`src/rtl/irq_pin_pkg.sv`:
```
package irq_pin_pkg;
  localparam int ALT_W = 5;
  typedef enum logic [ALT_W-1:0] {
    ALT_IRQ    = 5'd1,
    ALT_WINDOW = 5'd2
  } p1_func_e;
endpackage

```
`src/rtl/irq_reset_sync.sv`:
```
module irq_reset_sync #(
  parameter int STAGES = 2
) (
  input  logic clk,
  input  logic rst_n,
  output logic rst_sync_n
);
  logic [STAGES-1:0] chain_q;

  always_ff @(posedge clk or negedge rst_n) begin
    if (!rst_n) chain_q <= '0;
    else        chain_q <= {chain_q[STAGES-2:0], 1'b1};
  end

  assign rst_sync_n = chain_q[STAGES-1];
endmodule

```
`src/rtl/irq_status.sv`:
```
module irq_status #(
  parameter int NSLOT = 2,
  parameter int CNT_W = 7,
  parameter int THR_W = 6
) (
  input  logic             clk,
  input  logic             rst_n,
  input  logic [NSLOT-1:0] slot_done,
  input  logic [NSLOT-1:0] slot_clr,
  input  logic [NSLOT-1:0] slot_mask,
  input  logic [CNT_W-1:0] fifo_count,
  input  logic [THR_W-1:0] fifo_thresh,
  output logic             irq
);
  logic [NSLOT-1:0] sticky_q, sticky_d, sticky_en;
  logic [CNT_W-1:0] thr_ext;
  logic             fifo_over;

  for (genvar i = 0; i < NSLOT; i++) begin : g_slot
    always_comb begin
      sticky_en[i] = slot_done[i] | slot_clr[i];
      sticky_d[i]  = slot_done[i];
    end

    always_ff @(posedge clk or negedge rst_n) begin
      if (!rst_n)            sticky_q[i] <= 1'b0;
      else if (sticky_en[i]) sticky_q[i] <= sticky_d[i];
    end

    assert_sticky_set_R2: assert property (@(posedge clk) disable iff (!rst_n)
      slot_done[i] |=> sticky_q[i]);
    assert_sticky_hold_R2: assert property (@(posedge clk) disable iff (!rst_n)
      (sticky_q[i] && !slot_clr[i]) |=> sticky_q[i]);
  end

  always_comb begin
    thr_ext   = CNT_W'(fifo_thresh);
    fifo_over = fifo_count > thr_ext;
    irq       = fifo_over | (|(sticky_q & ~slot_mask));
  end

  assert_fifo_level_R3: assert property (@(posedge clk) disable iff (!rst_n)
    (fifo_count > CNT_W'(fifo_thresh)) |-> irq);
  assert_mask_block_R1: assert property (@(posedge clk) disable iff (!rst_n)
    (&slot_mask && !(fifo_count > CNT_W'(fifo_thresh))) |-> !irq);
endmodule

```
`src/rtl/seq_window.sv`:
```
module seq_window (
  input  logic clk,
  input  logic rst_n,
  input  logic seq_start,
  input  logic seq_end,
  output logic win
);
  logic win_q, win_d, win_en;

  always_comb begin
    win_en = seq_start | seq_end;
    win_d  = seq_start;
  end

  always_ff @(posedge clk or negedge rst_n) begin
    if (!rst_n)      win_q <= 1'b0;
    else if (win_en) win_q <= win_d;
  end

  assign win = win_q;

  assert_win_open_R8: assert property (@(posedge clk) disable iff (!rst_n)
    seq_start |=> win_q);
  assert_win_close_R8: assert property (@(posedge clk) disable iff (!rst_n)
    (seq_end && !seq_start) |=> !win_q);
endmodule

```
`src/rtl/pin_driver.sv`:
```
module pin_driver (
  input  logic clk,
  input  logic rst_n,
  input  logic en,
  input  logic drv_od,
  input  logic pol,
  input  logic req,
  output logic pad_d,
  output logic pad_oe
);
  logic d_q, d_nxt, oe_q, oe_nxt;

  always_comb begin
    d_nxt  = req ^ pol;
    oe_nxt = en & (req | ~drv_od);
  end

  always_ff @(posedge clk or negedge rst_n) begin
    if (!rst_n) begin
      d_q  <= 1'b0;
      oe_q <= 1'b0;
    end else begin
      d_q  <= d_nxt;
      oe_q <= oe_nxt;
    end
  end

  assign pad_d  = d_q;
  assign pad_oe = oe_q;

  assert_disabled_float_R6: assert property (@(posedge clk) disable iff (!rst_n)
    !en |=> !pad_oe);
  assert_pushpull_on_R5: assert property (@(posedge clk) disable iff (!rst_n)
    (en && !drv_od) |=> pad_oe);
  assert_od_release_R5: assert property (@(posedge clk) disable iff (!rst_n)
    (drv_od && !req) |=> !pad_oe);
endmodule

```
`src/rtl/irq_pin_ctrl.sv`:
```
module irq_pin_ctrl
  import irq_pin_pkg::*;
#(
  parameter int NSLOT = 2,
  parameter int CNT_W = 7,
  parameter int THR_W = 6
) (
  input  logic             clk,
  input  logic             rst_n,
  input  logic [NSLOT-1:0] slot_done,
  input  logic [NSLOT-1:0] slot_clr,
  input  logic [NSLOT-1:0] slot_mask,
  input  logic             seq_start,
  input  logic             seq_end,
  input  logic [CNT_W-1:0] fifo_count,
  input  logic [THR_W-1:0] fifo_thresh,
  input  logic             p0_en,
  input  logic             p0_drv,
  input  logic             p0_pol,
  input  logic             p1_drv,
  input  logic             p1_pol,
  input  logic [ALT_W-1:0] p1_alt,
  output logic             p0_out,
  output logic             p0_oe,
  output logic             p1_out,
  output logic             p1_oe
);
  logic rst_i_n, irq, win, p1_req, p1_en;

  irq_reset_sync #(.STAGES(2)) u_rst (
    .clk(clk), .rst_n(rst_n), .rst_sync_n(rst_i_n));

  irq_status #(.NSLOT(NSLOT), .CNT_W(CNT_W), .THR_W(THR_W)) u_status (
    .clk(clk), .rst_n(rst_i_n), .slot_done(slot_done), .slot_clr(slot_clr),
    .slot_mask(slot_mask), .fifo_count(fifo_count), .fifo_thresh(fifo_thresh),
    .irq(irq));

  seq_window u_win (
    .clk(clk), .rst_n(rst_i_n), .seq_start(seq_start), .seq_end(seq_end),
    .win(win));

  always_comb begin
    p1_req = 1'b0;
    p1_en  = 1'b0;
    if (p1_alt == ALT_IRQ) begin
      p1_req = irq;
      p1_en  = 1'b1;
    end else if (p1_alt == ALT_WINDOW) begin
      p1_req = win;
      p1_en  = 1'b1;
    end
  end

  pin_driver u_pad0 (
    .clk(clk), .rst_n(rst_i_n), .en(p0_en), .drv_od(p0_drv), .pol(p0_pol),
    .req(irq), .pad_d(p0_out), .pad_oe(p0_oe));

  pin_driver u_pad1 (
    .clk(clk), .rst_n(rst_i_n), .en(p1_en), .drv_od(p1_drv), .pol(p1_pol),
    .req(p1_req), .pad_d(p1_out), .pad_oe(p1_oe));

  assert_alt_unused_R9: assert property (@(posedge clk) disable iff (!rst_i_n)
    (p1_alt != ALT_IRQ && p1_alt != ALT_WINDOW) |=> !p1_oe);
  assert_pad_reg_R10: assert property (@(posedge clk) disable iff (!rst_i_n)
    (p0_en && !p0_drv && $stable(irq) && $stable(p0_pol)) |=> $stable(p0_out));
endmodule

```
`config.mk`:
```
export PLATFORM = sky130hd
export DESIGN_NAME = irq_pin_ctrl
export DESIGN_NICKNAME = d
export VERILOG_FILES = /design/src/rtl/irq_pin_pkg.sv /design/src/rtl/irq_reset_sync.sv /design/src/rtl/irq_status.sv /design/src/rtl/seq_window.sv /design/src/rtl/pin_driver.sv /design/src/rtl/irq_pin_ctrl.sv
export SDC_FILE = /design/constraint.sdc
export NUM_CORES = 1
export LEC_CHECK = 0
export BUFFER_PORTS_ARGS = -buffer_cell sky130_fd_sc_hd__buf_2
export CAP_MARGIN = 20
export CELL_PAD_IN_SITES_DETAIL_PLACEMENT = 1
export CELL_PAD_IN_SITES_GLOBAL_PLACEMENT = 1
export CORE_AREA = 4 4 47 49
export CTS_BUF_LIST = sky130_fd_sc_hd__clkbuf_4
export DETAILED_ROUTE_END_ITERATION = 10
export DIE_AREA = 0 0 51 53
export GPL_TIMING_DRIVEN = 0
export PLACE_DENSITY_LB_ADDON = 0.1
export SYNTH_ARGS = -nofsm -noshare
export SYNTH_HDL_FRONTEND = slang
export SYNTH_HIERARCHICAL = 1
export SYNTH_SLANG_ARGS = --single-unit
```
`constraint.sdc`:
```
create_clock -name clk -period 0.8 [get_ports clk]
set_input_delay 0.16 -clock clk [delete_from_list [all_inputs] [get_ports clk]]
set_output_delay 0.16 -clock clk [all_outputs]
set_load 0.01 [all_outputs]
```
# Word-level counts from Yosys, hierarchy flattened
# Cells that the tools add are included.
# word_totals
ff_bits,9
output_inout_bits,4
elab_cells,30
# classes
bitwise,14
reduce_logical,1
n_lt_le_gt_ge,1
mux,4
n_eq_ne,2
# op_table
operator,n
$gt A7 B6 Y1,1
$or A1 B1 Y1,6
$eq A5 B1 Y1 const B,1
$eq A5 B2 Y1 const B,1
$mux W1,4
$and A1 B1 Y1,2
$and A2 B2 Y2,1
$not A1 Y1,2
$not A2 Y2,1
$reduce_or A2 Y1,1
$xor A1 B1 Y1,2

# Logic depth before layout (Yosys ltp)
# depth
depth_word,7
depth_mapped,9
ltp_nobuf,9

# Cells and area by module
# Netlist, hierarchy kept.
# modules_own_cells
mod,n_inst,area_each_um2,cells_per_inst,seq_area_each_um2
irq_status,1,246.5,30,50.0
pin_driver,2,73.8,5,50.0
irq_reset_sync,1,53.8,3,50.0
irq_pin_ctrl,1,45.0,5,0.0
seq_window,1,36.3,3,25.0

# Worst setup path before layout
# No wires, ideal clock.
# synth_path
kind,input to register
start,input fifo_thresh[5]
end,register u_pad1.oe_q (netlist: u_pad1/pad_oe)
stages,9
setup_slack_ns,-0.960
arrival_time_ns,1.687
setup_ns,0.073
n_path_buf,0
path_cell_list,inv_1 ha_1 nand4b_1 a21o_1 a31oi_1 nand3b_1 a2111oi_2 inv_1 a21boi_2
# synth_via
elab_chain_cells,5
# synth_lines
element,line_no,text
from (decl),irq_pin_ctrl.sv:16,"input logic [THR_W-1:0] fifo_thresh,"
$gt A7 B6 Y1,irq_status.sv:38,fifo_over = fifo_count > thr_ext;
$or A1 B1 Y1,irq_status.sv:39,irq = fifo_over | (|(sticky_q & ~slot_mask));
via irq,irq_pin_ctrl.sv:28,"logic rst_i_n, irq, win, p1_req, p1_en;"
$mux W1,irq_pin_ctrl.sv:45,if (p1_alt == ALT_IRQ) begin
via p1_req,irq_pin_ctrl.sv:28,
$or A1 B1 Y1,pin_driver.sv:15,oe_nxt = en & (req | ~drv_od);
$and A1 B1 Y1,pin_driver.sv:15,
via u_pad1.oe_nxt,pin_driver.sv:11,"logic d_q, d_nxt, oe_q, oe_nxt;"
to (signal assigned),pin_driver.sv:24,oe_q <= oe_nxt;
to (decl),pin_driver.sv:11,
# The timed path passes the listed nets, and every way through them passes these cells.
# A chain may end at the register's enable or synchronous reset.

# Worst setup path in the final report
# layout_path
start,input fifo_count[5]
end,register u_pad1.d_q (netlist: u_pad1/pad_d)
# layout_via
elab_chain_cells,4
# layout_lines
element,line_no,text
from (decl),irq_pin_ctrl.sv:15,"input logic [CNT_W-1:0] fifo_count,"
$gt A7 B6 Y1,irq_status.sv:38,
$or A1 B1 Y1,irq_status.sv:39,
via irq,irq_pin_ctrl.sv:28,
$mux W1,irq_pin_ctrl.sv:45,
via p1_req,irq_pin_ctrl.sv:28,
$xor A1 B1 Y1,pin_driver.sv:14,d_nxt = req ^ pol;
via u_pad1.d_nxt,pin_driver.sv:11,
to (signal assigned),pin_driver.sv:23,d_q <= d_nxt;
to (decl),pin_driver.sv:11,
# The timed path passes the listed nets, and every way through them passes these cells.

==> run_results.csv <==
group,metric,value,unit
status,outcome,"complete, but fails checks",
status,violations,"setup timing",
final_layout,fin_util,0.509,
power,share_seq_of_total_power,0.417,
clock_network,htree_levels,1,
hold_path,hp-start,"p1_drv",
clock_network,clk_root_buffer_cell,"clkbuf_4",
final_layout,area.growth.synth_to_final,79.2,%
yosys,netlist.area_leader.share,0.426,
detailed_routing,number_of_design_rule_violations_left_after_detail_routing,0,
placement,dp.final_hpwl,1130,µm
yosys,syn-cell-area,529,µm²
worst_setup_path,required,0.93,ns
die,die_height,53,µm
worst_setup_path,worstSetupStartpointType,"input pin",
yosys,synth_cell_types,17,
global_routing,largest_net_degree_at_the_start_of_global_routing,8,
clock_network,cts.path.max_buffers,2,
detailed_routing,drt_iter0_drc,2,
final_layout,antenna_diodes,0,
clock_network,clk_pin_slew,0.06,ns
sta,post-route-worst-setup-slack,-0.771,ns
sta,grt_setup_unrepaired,"yes",
yosys,yosysTopAreaCell,"dfrtp_1",
worst_setup_path,critPathCaptureType,"register",
detailed_routing,wl,1330,µm
final_layout,layout.cells.most_common,"buf_2",
clock_network,cts.sink_count,9,
global_routing,antenna_found_initial,0,
worst_setup_path,critPathBufInv,3,
power,p_sw,307,µW
hold_path,hold_end,"u_pad1/pad_oe$_DFF_PN0_",
final_layout,layout.cells.most_common_list,"buf_2, dfrtp_1, inv_1, a21o_1",
detailed_routing,drt_pass1_iterations,3,
die,number_of_core_rows,16,
sta,setup-violations-final,8,
final_layout,fillers,229,
power,power.share.combinational,0.265,
yosys,syn_inst,51,
hold_path,hold_depth,2,
clock_network,worst_skew_pair.late_latency,0.26,ns
detailed_routing,post_drt_via_cell_ratio,4.32,
global_routing,first_global_vias,521,
power,power_frac_clock,0.318,
worst_setup_path,crit_slowest_cell,"nor4_2",
final_layout,layout-drive-gt1-share,0.611,
worst_setup_path,critical_path.max_stage_delay,0.30,ns
die,die-area,2700,µm²
power,switching_portion_of_total_power,0.256,
detailed_routing,num_vias,527,
worst_setup_path,path_max_fanout,2,
worst_setup_path,ff2ff_setup_slack,-0.72,ns
worst_setup_path,critPathKind,"in -> reg",
yosys,ys_dominant_reg_cell,"dfrtp_1",
sta,period_needed,1.57,ns
run,cap_viol_max_count,0,
die,die-width,51,µm
yosys,synthesis.nets,90,
clock_network,cts_tree,"built",
placement,cell_count_after_placement,114,
power,report.power.total,1200,µW
yosys,synth.ff_latch_count,9,
die,fp.coreArea,1860,µm²
power,internal_power,892,µW
worst_setup_path,arrival_time_worst_endpoint,1.70,ns
worst_setup_path,cp_num_cells,10,
sta,achievable-frequency,637,MHz
worst_setup_path,worst-r2r-cell-count,7,
yosys,netlist_top_cells_area,"dfrtp_1, ha_1, inv_1",
yosys,synth_warnings,6,
global_routing,groute.usage.overall,0.108,
power,p_leak,0.000477,µW
sta,final.period_utilization,1.96,
sta,timing_max_transition_violations_final,0,
global_routing,grt-ovfl-total,0,
worst_setup_path,cp_cell_sequence,"buf_2, ha_4, nand4b_1, buf_4, buf_4, nor4_2, a31oi_4, nand3b_1, a2111oi_4, xor2_1",
final_layout,final-instance-count-excl-fill,122,
global_routing,first_pass_grt_wire_length,2040,µm
worst_setup_path,critical_path.reg2reg.endpoint,"u_pad1/pad_oe$_DFF_PN0_",
yosys,seq_area_frac_synth,0.426,
detailed_routing,detailed_route_wire_length_per_cell,10.9,µm
clock_network,cts_bufs_inserted,3,
detailed_routing,number_of_nets_still_failing_antenna_checks_after_routing,0,
sta,final-hold-violation-count,0,
power,power_per_cell_area,1260,nW/µm²
worst_setup_path,rr_startpoint,"u_status/sticky_q[0]$_DFFE_PN0P_",
die,design.portCount,37,
die,start_util,0.284,
yosys,synth-edff-count,0,
worst_setup_path,critPathTopFamily,"simple AND/OR/NAND/NOR gates",
hold_path,hold_path_class,"in -> reg",
yosys,ys_async_sr_fraction,1.00,
placement,place_congestion,0.610,
sta,finalClockSkew,0.00277,ns
placement,io_buffers,36,
worst_setup_path,path_common_cell,"buf_4",
yosys,avgSynthCellArea,10.4,µm²
power,vdd.ir_drop.worst,978,µV
final_layout,num-nets-final,135,
-- layout make-up --
type,instances,area (µm²),area share
timing repair buffer,40,238,0.251
multi-input combinational,31,368,0.388
sequential,9,225,0.237
tap,27,33.8,0.0356
inverter,11,53.8,0.0567
clock buffer,4,30.0,0.0317
-- worst register-to-register path: cells and delay by family (launching register included) --
kind	cells	cell delay, ns
buffers and inverters	1	0.10
and+or+nand+nor	3	0.39
DFF	1	0.36
AOI/OAI and AO/OA	3	0.62
-- stage by stage --
step | TNS, ns | setup slack, ns | hold WS (ns) | area (µm²)
final | -3.21 | -0.771 | 0.0675 | 948
after global routing | -3.66 | -0.852 | 0.0542 | 948
after CTS | -3.20 | -0.799 | 0.0519 | 941
after detailed placement | -3.50 | -1.12 | -0.0545 | 826
after global placement | -3.36 | -1.10 | -0.0546 | 826
after floorplan | -2.29 | -0.801 | -0.136 | 612
-- power groups by stage --
stage	Combinational, µW	Sequential, µW	Clock, µW
6_report	317	500	382
5_1_grt	352	505	435
3_3_place_gp	266	508	0
4_1_cts	319	501	410
2_1_floorplan	127	514	0
3_5_place_dp	276	509	0
-- cells by family (layout without fill, tap and decap cells) --
family	Yosys count	count (layout)	share of synthesized area
adder cells (fa/ha/maj)	6	6	0.142
buffers and inverters	11	55	0.0780
XOR/XNOR	3	3	0.0497
other	1	1	0.00709
AO/OA/AOI/OAI	10	10	0.163
flip-flops	9	9	0.426
AND/OR/NAND/NOR	11	11	0.135
-- metal layers --
metal  wire [µm]  global-route usage  up-vias
li1            -                   -      260
met1         477              0.0986      243
met2         725               0.191       22
met3         115              0.0592        2
met4          12              0.0538        0
met5           0                   0        -
-- sequential cells by signal, summed over array words and instances, names as in the netlist --
register and cells:
u_pad0/pad_d 1, u_pad0/pad_oe 1, u_pad1/pad_d 1, u_pad1/pad_oe 1
u_rst/chain_q 2, u_status/sticky_q 2, u_win/win 1
-- synthesized netlist by cell type (2+ instances only) --
master,instances
a21boi_2,2
nand3b_1,3
dfrtp_1,9
inv_1,11
nor4_1,3
a21o_1,5
nor2b_1,2
ha_1,6
xor2_1,2
-- how the worst max path moves through the flow --
| stage | from | to | slack [ns] |
|---|---|---|---|
| 6_report | fifo_count[5] | u_pad1/pad_d$_DFF_PN0_ | -0.77 |
| 5_1_grt | u_status/sticky_q[0]$_DFFE_PN0P_ | u_pad1/pad_oe$_DFF_PN0_ | -0.85 |
| 4_1_cts | u_status/sticky_q[0]$_DFFE_PN0P_ | u_pad1/pad_oe$_DFF_PN0_ | -0.80 |
| 3_5_place_dp | fifo_thresh[5] | u_pad1/pad_oe$_DFF_PN0_ | -1.12 |
| 3_3_place_gp | fifo_thresh[5] | u_pad1/pad_oe$_DFF_PN0_ | -1.10 |
| 2_1_floorplan | fifo_thresh[5] | u_pad1/pad_oe$_DFF_PN0_ | -0.80 |
-- repair_timing --
action	CTS	global route
buffers inserted	2	1
pin swaps	5	4
endpoints found under the hold margin	2	0
gates cloned	0	0
hold buffers	1	0
endpoints found under the setup margin	8	8
resized for setup	11	0
Note: power is estimated with default switching activity, not from simulation.
